`src/rtl/iram_pkg.sv`:
```
package iram_pkg;

  typedef enum logic [3:0] {
    OP_NOP     = 4'd0,
    OP_DIR_RD  = 4'd1,
    OP_DIR_WR  = 4'd2,
    OP_IND_RD  = 4'd3,
    OP_IND_WR  = 4'd4,
    OP_REG_RD  = 4'd5,
    OP_REG_WR  = 4'd6,
    OP_BIT_RD  = 4'd7,
    OP_BIT_SET = 4'd8,
    OP_BIT_CLR = 4'd9,
    OP_BIT_WR  = 4'd10
  } op_e;

endpackage

```
`src/rtl/iram_store.sv`:
```
module iram_store #(
  parameter int AW = 8,
  parameter int DW = 8
) (
  input  logic          clk,
  input  logic          we,
  input  logic [AW-1:0] addr,
  input  logic [DW-1:0] wdata,
  output logic [DW-1:0] rdata
);

  localparam int DEPTH = 2 ** AW;

  logic [DW-1:0] mem [DEPTH];

  always_ff @(posedge clk) begin
    if (we) mem[addr] <= wdata;
  end

  assign rdata = mem[addr];

endmodule

```
`src/rtl/iram_ptr_shadow.sv`:
```
module iram_ptr_shadow #(
  parameter int AW    = 8,
  parameter int DW    = 8,
  parameter int BANKS = 4,
  parameter int REGS  = 8
) (
  input  logic                     clk,
  input  logic                     we,
  input  logic [AW-1:0]            waddr,
  input  logic [DW-1:0]            wdata,
  input  logic [$clog2(BANKS)-1:0] bank,
  output logic [DW-1:0]            ptr0,
  output logic [DW-1:0]            ptr1
);

  localparam int BW = $clog2(BANKS);
  localparam int RW = $clog2(REGS);

  logic [DW-1:0] p0 [BANKS];
  logic [DW-1:0] p1 [BANKS];
  logic          in_regs;

  assign in_regs = (waddr[AW-1:BW+RW] == '0) && (waddr[RW-1:1] == '0);

  for (genvar g = 0; g < BANKS; g++) begin : g_bank
    logic [DW-1:0] r0_q, r1_q;
    logic          sel;
    assign sel = we && in_regs && (waddr[RW +: BW] == BW'(g));
    always_ff @(posedge clk) begin
      if (sel && !waddr[0]) r0_q <= wdata;
      if (sel &&  waddr[0]) r1_q <= wdata;
    end
    assign p0[g] = r0_q;
    assign p1[g] = r1_q;
  end

  assign ptr0 = p0[bank];
  assign ptr1 = p1[bank];

endmodule

```
`src/rtl/iram_route.sv`:
```
module iram_route
  import iram_pkg::*;
#(
  parameter int AW       = 8,
  parameter int DW       = 8,
  parameter int BANKS    = 4,
  parameter int REGS     = 8,
  parameter int BIT_BASE = 'h20
) (
  input  op_e                      op,
  input  logic [AW-1:0]            addr,
  input  logic [$clog2(BANKS)-1:0] bank,
  input  logic [DW-1:0]            ptr0,
  input  logic [DW-1:0]            ptr1,
  output logic [AW-1:0]            ram_addr,
  output logic [AW-1:0]            sfr_addr,
  output logic [$clog2(DW)-1:0]    bit_idx,
  output logic                     to_sfr,
  output logic                     rd,
  output logic                     wr,
  output logic                     bit_op,
  output logic                     ind_op
);

  localparam int BIW = $clog2(DW);
  localparam int RW  = $clog2(REGS);
  localparam logic [AW-1:0] WIN_LO = AW'(BIT_BASE);

  always_comb begin
    ram_addr = addr;
    sfr_addr = addr;
    bit_idx  = addr[BIW-1:0];
    to_sfr   = 1'b0;
    rd       = 1'b0;
    wr       = 1'b0;
    bit_op   = 1'b0;
    ind_op   = 1'b0;
    unique case (op)
      OP_DIR_RD, OP_DIR_WR: begin
        to_sfr = addr[AW-1];
        rd     = (op == OP_DIR_RD);
        wr     = (op == OP_DIR_WR);
      end
      OP_IND_RD, OP_IND_WR: begin
        ind_op   = 1'b1;
        ram_addr = addr[0] ? AW'(ptr1) : AW'(ptr0);
        rd       = (op == OP_IND_RD);
        wr       = (op == OP_IND_WR);
      end
      OP_REG_RD, OP_REG_WR: begin
        ram_addr = AW'({bank, addr[RW-1:0]});
        rd       = (op == OP_REG_RD);
        wr       = (op == OP_REG_WR);
      end
      OP_BIT_RD, OP_BIT_SET, OP_BIT_CLR, OP_BIT_WR: begin
        bit_op   = 1'b1;
        to_sfr   = addr[AW-1];
        ram_addr = WIN_LO + AW'(addr[AW-2:BIW]);
        sfr_addr = {addr[AW-1:BIW], BIW'(0)};
        rd       = (op == OP_BIT_RD);
        wr       = (op != OP_BIT_RD);
      end
      default: ;
    endcase
  end

endmodule

```
`src/rtl/banked_iram.sv`:
```
module banked_iram
  import iram_pkg::*;
#(
  parameter int AW       = 8,
  parameter int DW       = 8,
  parameter int BANKS    = 4,
  parameter int REGS     = 8,
  parameter int BIT_BASE = 'h20,
  localparam int BW      = $clog2(BANKS)
) (
  input  logic          clk,
  input  logic          rst,
  input  logic [3:0]    req_op,
  input  logic [AW-1:0] req_addr,
  input  logic [DW-1:0] req_wdata,
  input  logic          req_wbit,
  input  logic [BW-1:0] bank_sel,
  output logic          rvalid,
  output logic [DW-1:0] rdata,
  output logic          rbit,
  output logic          err,
  output logic          sfr_rd,
  output logic          sfr_wr,
  output logic [AW-1:0] sfr_addr,
  output logic [DW-1:0] sfr_wdata,
  input  logic [DW-1:0] sfr_rdata,
  input  logic          sfr_hit,
  output logic          sfr_bitable
);

  localparam int BIW       = $clog2(DW);
  localparam int WIN_BYTES = (2 ** (AW - 1)) / DW;
  localparam logic [AW-1:0] WIN_LO = AW'(BIT_BASE);
  localparam logic [AW-1:0] WIN_HI = AW'(BIT_BASE + WIN_BYTES - 1);

  op_e            op;
  logic [AW-1:0]  ram_addr;
  logic [BIW-1:0] bit_idx;
  logic           to_sfr, rd, wr, bit_op, ind_op;
  logic [DW-1:0]  ptr0, ptr1;
  logic [DW-1:0]  ram_rdata, ram_wdata, cur_byte, new_byte;
  logic           ram_we, cur_bit, miss;
  logic           rvalid_q, rbit_q, err_q;
  logic [DW-1:0]  rdata_q;

  assign op = op_e'(req_op);

  iram_route #(
    .AW(AW), .DW(DW), .BANKS(BANKS), .REGS(REGS), .BIT_BASE(BIT_BASE)
  ) u_route (
    .op(op), .addr(req_addr), .bank(bank_sel), .ptr0(ptr0), .ptr1(ptr1),
    .ram_addr(ram_addr), .sfr_addr(sfr_addr), .bit_idx(bit_idx),
    .to_sfr(to_sfr), .rd(rd), .wr(wr), .bit_op(bit_op), .ind_op(ind_op)
  );

  iram_ptr_shadow #(
    .AW(AW), .DW(DW), .BANKS(BANKS), .REGS(REGS)
  ) u_shadow (
    .clk(clk), .we(ram_we), .waddr(ram_addr), .wdata(ram_wdata),
    .bank(bank_sel), .ptr0(ptr0), .ptr1(ptr1)
  );

  iram_store #(.AW(AW), .DW(DW)) u_store (
    .clk(clk), .we(ram_we), .addr(ram_addr), .wdata(ram_wdata), .rdata(ram_rdata)
  );

  // Byte currently held at the target, from RAM or from the neighbour.
  assign cur_byte = to_sfr ? sfr_rdata : ram_rdata;
  assign cur_bit  = cur_byte[bit_idx];
  assign miss     = to_sfr && !sfr_hit;

  always_comb begin
    new_byte = req_wdata;
    if (bit_op) begin
      new_byte = cur_byte;
      unique case (op)
        OP_BIT_SET: new_byte[bit_idx] = 1'b1;
        OP_BIT_CLR: new_byte[bit_idx] = 1'b0;
        OP_BIT_WR:  new_byte[bit_idx] = req_wbit;
        default: ;
      endcase
    end
  end

  assign ram_we      = wr && !to_sfr;
  assign ram_wdata   = new_byte;
  assign sfr_rd      = to_sfr && (rd || bit_op);
  assign sfr_wr      = to_sfr && wr;
  assign sfr_wdata   = new_byte;
  assign sfr_bitable = to_sfr && (sfr_addr[BIW-1:0] == '0);

  always_ff @(posedge clk) begin
    if (rst) begin
      rvalid_q <= 1'b0;
      rdata_q  <= '0;
      rbit_q   <= 1'b0;
      err_q    <= 1'b0;
    end else begin
      rvalid_q <= rd;
      err_q    <= miss;
      if (rd) begin
        rdata_q <= miss ? '0 : cur_byte;
        rbit_q  <= miss ? 1'b0 : cur_bit;
      end
    end
  end

  assign rvalid = rvalid_q;
  assign rdata  = rdata_q;
  assign rbit   = rbit_q;
  assign err    = err_q;


  unimpl_zero_chk: assert property (@(posedge clk) disable iff (rst)
    (err_q && rvalid_q) |-> (rdata_q == '0 && !rbit_q));


  err_cause_chk: assert property (@(posedge clk) disable iff (rst)
    err_q |-> ($past(sfr_rd || sfr_wr) && !$past(sfr_hit)));


  sfr_rmw_chk: assert property (@(posedge clk) disable iff (rst)
    (sfr_wr && bit_op) |-> ($countones(sfr_wdata ^ sfr_rdata) <= 1));


  ram_rmw_chk: assert property (@(posedge clk) disable iff (rst)
    (ram_we && bit_op) |-> ($countones(ram_wdata ^ ram_rdata) <= 1));


  ind_no_sfr_chk: assert property (@(posedge clk) disable iff (rst)
    ind_op |-> (!sfr_rd && !sfr_wr));


  rvalid_src_chk: assert property (@(posedge clk) disable iff (rst)
    rvalid_q |-> $past(op == OP_DIR_RD || op == OP_IND_RD ||
                       op == OP_REG_RD || op == OP_BIT_RD));


  bit_win_chk: assert property (@(posedge clk) disable iff (rst)
    (bit_op && !to_sfr) |-> (ram_addr >= WIN_LO && ram_addr <= WIN_HI));

endmodule

```
`config.mk`:
```
export PLATFORM = sky130hd
export DESIGN_NAME = banked_iram
export DESIGN_NICKNAME = d
export VERILOG_FILES = /design/src/rtl/iram_pkg.sv /design/src/rtl/iram_store.sv /design/src/rtl/iram_ptr_shadow.sv /design/src/rtl/iram_route.sv /design/src/rtl/banked_iram.sv
export SDC_FILE = /design/constraint.sdc
export NUM_CORES = 2
export LEC_CHECK = 0
export BUFFER_PORTS_ARGS = -buffer_cell sky130_fd_sc_hd__buf_2
export CAP_MARGIN = 10
export CELL_PAD_IN_SITES_DETAIL_PLACEMENT = 2
export CELL_PAD_IN_SITES_GLOBAL_PLACEMENT = 2
export CORE_MARGIN = 10
export CORE_UTILIZATION = 46
export CTS_CLUSTER_DIAMETER = 150
export DETAILED_ROUTE_END_ITERATION = 8
export PLACE_DENSITY = 0.86
export SLEW_MARGIN = 30
export SYNTH_ARGS = -nofsm -noshare
export SYNTH_HDL_FRONTEND = slang
export SYNTH_HIERARCHICAL = 1
export SYNTH_SLANG_ARGS = --single-unit
```
`constraint.sdc`:
```
create_clock -name clk -period 5.85 [get_ports clk]
set_input_delay 0.585 -clock clk [delete_from_list [all_inputs] [get_ports clk]]
set_output_delay 0.585 -clock clk [all_outputs]
set_load 0.02 [all_outputs]
```
==> flow_metrics.py, run 1 <==
metrics = {
    "yosys": {
        "synthFlopType": "edfxtp_1",
        "synthesis.nets": 3850,
        "synth.avg_cell_area_um2": 21.5,
        "syn_area_um2": 82200,
        "ys_seq_area_share_pct": 77.4,
        "synth_cells": 3816,
        "synth_area_leaders": "edfxtp_1, mux4_2, a22oi_1",
        "ys_types": 52,
        "ys_seq_elements": 2123,
        "synth_edf_count": 2112,
        "yosysTopAreaCell": "edfxtp_1",
        "synth_warnings": 6,
        "async_reset_ff_share_pct": 0,
        "synth_top_cell_area_share_pct": 77.2,
    },
    "die": {
        "fp.dieH_um": 443,
        "initial_core_util_pct": 46.2,
        "die_w_um": 443,
        "num_io_pins": 64,
        "core.rowCount": 155,
    },
    "outcome": {
        "haltStage": "detailed placement",
        "outcome": "aborted with a tool error",
        "stop_error": "[ERROR DPL-0033] detailed placement checks failed during check placement.",
    },
    "place": {
        "place.gp.congestion": 0.878,
        "dp_hpwl_mm": 214,
        "io_buffers": 63,
    },
}
synth_stat cells, types with 2 or more instances:
cell       count
a21o_1         3
a21oi_1      133
a221o_1        3
a22oi_1      257
a31oi_1        2
and2_1         5
and2b_1        2
buf_1         20
buf_2         41
buf_4         26
buf_6         21
clkbuf_1     149
dfxtp_1       11
edfxtp_1    2112
inv_1          9
mux2_2        10
mux2i_1       23
mux2i_2        3
mux4_2       528
nand2_1       39
nand2b_1      14
nand3_1       14
nand4_1       15
nand4b_1       2
nor2_1       245
nor2b_1       20
nor3_1        38
nor4_1         3
o21ai_0        4
o2bb2ai_1      7
o32ai_1        2
o41ai_1       33
or2_2          2
or3_1          2
cells by family after synthesis:
kind of cell	after synthesis	synth area share (%)
muxes	565	15.0
AOI/OAI and AO/OA	452	3.80
xor gates and xnor gates	1	0.0107
and+or+nand+nor	408	2.20
buffers and inverters	267	1.59
DFF	2123	77.4
metrics by stage:
stage	cell area [um^2]	TNS (ns)	setup WS [ns]	std cells	hold WS, ns
global placement	89000	-708.41	-0.749	6472	0.490
floorplan	82200	-161.06	-0.308	3816	0.606
==> inputs of run 2 (changes only) <==
--- a/config.mk
+++ b/config.mk
@@ -7,13 +7,10 @@
 export LEC_CHECK = 0
 export BUFFER_PORTS_ARGS = -buffer_cell sky130_fd_sc_hd__buf_2
 export CAP_MARGIN = 10
-export CELL_PAD_IN_SITES_DETAIL_PLACEMENT = 2
-export CELL_PAD_IN_SITES_GLOBAL_PLACEMENT = 2
 export CORE_MARGIN = 10
-export CORE_UTILIZATION = 46
-export CTS_CLUSTER_DIAMETER = 150
+export CORE_UTILIZATION = 40
 export DETAILED_ROUTE_END_ITERATION = 8
-export PLACE_DENSITY = 0.86
+export PLACE_DENSITY_LB_ADDON = 0.15
 export SLEW_MARGIN = 30
 export SYNTH_ARGS = -nofsm -noshare
 export SYNTH_HDL_FRONTEND = slang
==> constraint.sdc (replaced) <==
create_clock -name clk -period 7.6 [get_ports clk]
set_input_delay 0.76 -clock clk [delete_from_list [all_inputs] [get_ports clk]]
set_output_delay 0.76 -clock clk [all_outputs]
set_load 0.02 [all_outputs]
==> run 2 against run 1 <==
The flow now finishes without violations. Synthesized cell count unchanged. Synthesized area did not move.
==> flow_metrics.py, run 2 <==
metrics = {
    "yosys": {
        "synth_compound_area_share_pct": 3.80,
        "synth.avg_cell_area_um2": 21.5,
        "synth_area_leaders": "edfxtp_1, mux4_2, a22oi_1",
        "synthFlopType": "edfxtp_1",
        "synth_common_cells": "edfxtp_1, mux4_2, a22oi_1, nor2_1, clkbuf_1",
        "synth_cells": 3816,
        "ys_seq_area_share_pct": 77.4,
        "synth_top_cell_area_share_pct": 77.2,
        "synth_warnings": 6,
        "synthAdderAreaFrac_pct": 0,
        "synth.most_common_cell": "edfxtp_1",
        "async_reset_ff_share_pct": 0,
        "ys_seq_elements": 2123,
        "ys_types": 52,
        "synth_edf_count": 2112,
        "synth_simple_gate_area_share_pct": 2.20,
        "yosysTopAreaCell": "edfxtp_1",
        "synthMuxAreaShare_pct": 15.0,
        "synthesis.nets": 3850,
        "synth_top_family_by_area": "multiplexers",
        "syn_area_um2": 82200,
        "synth-xor-area-share_pct": 0.0107,
    },
    "finish": {
        "nets": 4122,
        "layout-drive-gt1-share_pct": 27.5,
        "top_register": "u_store/mem",
        "final_cell_mix": "edfxtp_1, mux4_2, a22oi_1",
        "finalNonFillerCells": 6957,
        "largest_register_ffs": 2048,
        "post-route-util_pct": 45.9,
        "areaGrowthSynthToFinish_pct": 14.3,
        "top_regs": "u_store/mem (2048), u_shadow/g_bank.r0_q (32), u_shadow/g_bank.r1_q (32)",
        "n_fill_cell": 17100,
        "layout_commonest_cell": "edfxtp_1",
    },
    "critical_path": {
        "rrSetupSlack_ns": 0.95,
        "arrival_ns": 6.68,
        "r2r-start": "u_shadow/g_bank[2].r1_q[1]",
        "r2r_end": "u_store/mem[252][5]",
        "setup.worst_path.end_class": "output pin",
        "slowest_delay_ns": 0.87,
        "worstPathRequired_ns": 6.84,
        "r2r_cells": 17,
        "cp_num_cells": 18,
        "critPathBufInv": 6,
        "crit_path_start_kind": "input pin",
        "crit_chain": "buf_2 > mux4_2 > mux2i_1 > nor2_1 > a221o_4 > buf_4 > buf_12 > buf_4 > mux4_2 > a22oi_1 > a21oi_1 > o41ai_1 > buf_4 > nand4_1 > mux2i_1 > mux2i_1 > mux2_8 > buf_2",
        "critPathSlowestCell": "o41ai_1",
        "cp_max_fo": 42,
        "cp_top_family": "compound AO/OA/AOI/OAI gates",
        "path_class": "input pin to output pin",
    },
    "global_route": {
        "grt_max_degree": 209,
        "grt_pass1_vias": 40900,
        "grt_usage_pct": 18.9,
        "gr-total-overflow": 0,
        "antenna_found_initial": 9,
        "grt_pass1_wl_mm": 308,
    },
    "clock_tree": {
        "htree_levels": 4,
        "clkSlewWorstSetupHoldPaths_ns": 0.06,
        "holdBufCountCts": 0,
        "cts_resized": 0,
        "cts_tree": "yes",
        "clockRootBuffer": "clkbuf_16",
        "cts_setup_buffers": 0,
        "cts_sinks": 2123,
        "clk_path_buf_depth": 3,
        "insertion_delay_ns": 0.84,
        "cts_made_buffers": 214,
    },
    "timing": {
        "fin_skew_ns": 0.0583,
        "rsz0062_at_grt": "no",
        "period_needed_ns": 7.44,
        "worst_pin_slew_ns": 1.06,
        "setup_viol": 0,
        "slew_violations": 0,
        "fmax_mhz": 134,
        "fin_crit_sh_pct": 97.8,
        "slew_headroom_pct": 28.5,
        "whs_ns": 0.259,
        "setup_tns_ns": 0,
        "hold_viol": 0,
    },
    "die": {
        "num_io_pins": 64,
        "core-area_um2": 205000,
        "core.rowCount": 166,
        "fp.dieArea_um2": 224000,
        "fp.dieH_um": 473,
        "initial_core_util_pct": 40.2,
        "die_w_um": 473,
    },
    "worst_hold_path": {
        "hp-start": "sfr_hit",
        "whs_path_depth": 3,
        "holdPathEnd": "err",
        "hp-class": "input pin to flop",
    },
    "power_and_ir_drop": {
        "p_per_area_nw_per_um2": 279,
        "vdd_drop_max_mv": 0.229,
        "p_leak_nw": 28.8,
    },
    "detailed_routing": {
        "via_count": 40100,
        "drc": 0,
        "avgViaCountPerCell": 5.77,
        "wl_per_cell_um": 30.8,
        "totalWireLength_mm": 214,
        "dr.first_iter.drc_count": 3864,
        "ant_nets": 0,
        "drt_pass1_iterations": 6,
    },
    "flow_run": {
        "drv_cap": 0,
    },
    "place": {
        "io_buffers": 63,
        "dp_hpwl_mm": 128,
        "dp.cells": 6558,
        "place.gp.congestion": 0.782,
    },
    "outcome": {
        "outcome": "finished, final reports clean",
    },
}
-- run 2: cell type report --
class | count | area [um^2] | area share (%)
inverter | 10 | 37.5 | 0.0400
clock inverter | 123 | 931 | 0.991
tap | 2688 | 3360 | 3.58
multi-input combinational | 1426 | 17600 | 18.7
antenna | 6 | 15.0 | 0.0160
sequential | 2123 | 63600 | 67.8
timing repair buffer | 313 | 2740 | 2.92
clock buffer | 268 | 5620 | 5.99
-- run 2: cell families (layout without fill, tap and decap cells) --
group,after synthesis,in the layout
flip-flops,2123,2123
buffers and inverters,267,714
AO/OA/AOI/OAI,452,452
other,0,6
multiplexers,565,565
XOR/XNOR,1,1
AND/OR/NAND/NOR,408,408
-- run 2: worst max path at each step --
stage	from	end
floorplan	bank_sel[0]	sfr_wdata[0]
global placement	bank_sel[0]	sfr_wdata[2]
detailed placement	bank_sel[0]	sfr_wdata[2]
CTS	bank_sel[0]	sfr_wdata[2]
global route	req_op[1]	sfr_wdata[2]
finish	bank_sel[0]	sfr_wdata[2]
-- run 2: power by group --
part / leakage (nW) / switching [mW] / internal, mW
clock: 3.21 / 4.32 / 5.64
sequential: 19.1 / 0.00712 / 13.3
combinational: 6.48 / 1.91 / 0.990
-- run 2: layer usage --
layer | share of wire, % | GRT usage, % | vias up
met5 | 0 | 0 | -
met4 | 2.2 | 4.57 | 0
met3 | 6.4 | 3.56 | 289
met2 | 49 | 30.5 | 1274
met1 | 43 | 26.6 | 21900
li1 | - | - | 16700
-- run 2: worst min-delay path: stages --
cell	delay, ns
buf_2	0.07
nand2b_1	0.14
nor2_1	0.05
-- run 2: metrics by stage --
step	power, mW	area, um^2	setup slack (ns)
floorplan	15.3	82200	1.06
global placement	16.5	87200	0.134
detailed placement	16.5	87200	0.0898
CTS	26.5	93800	0.0687
global route	27.1	93900	0.0104
finish	26.2	93900	0.165
No activity file was read; power rests on OpenSTA's default activity.
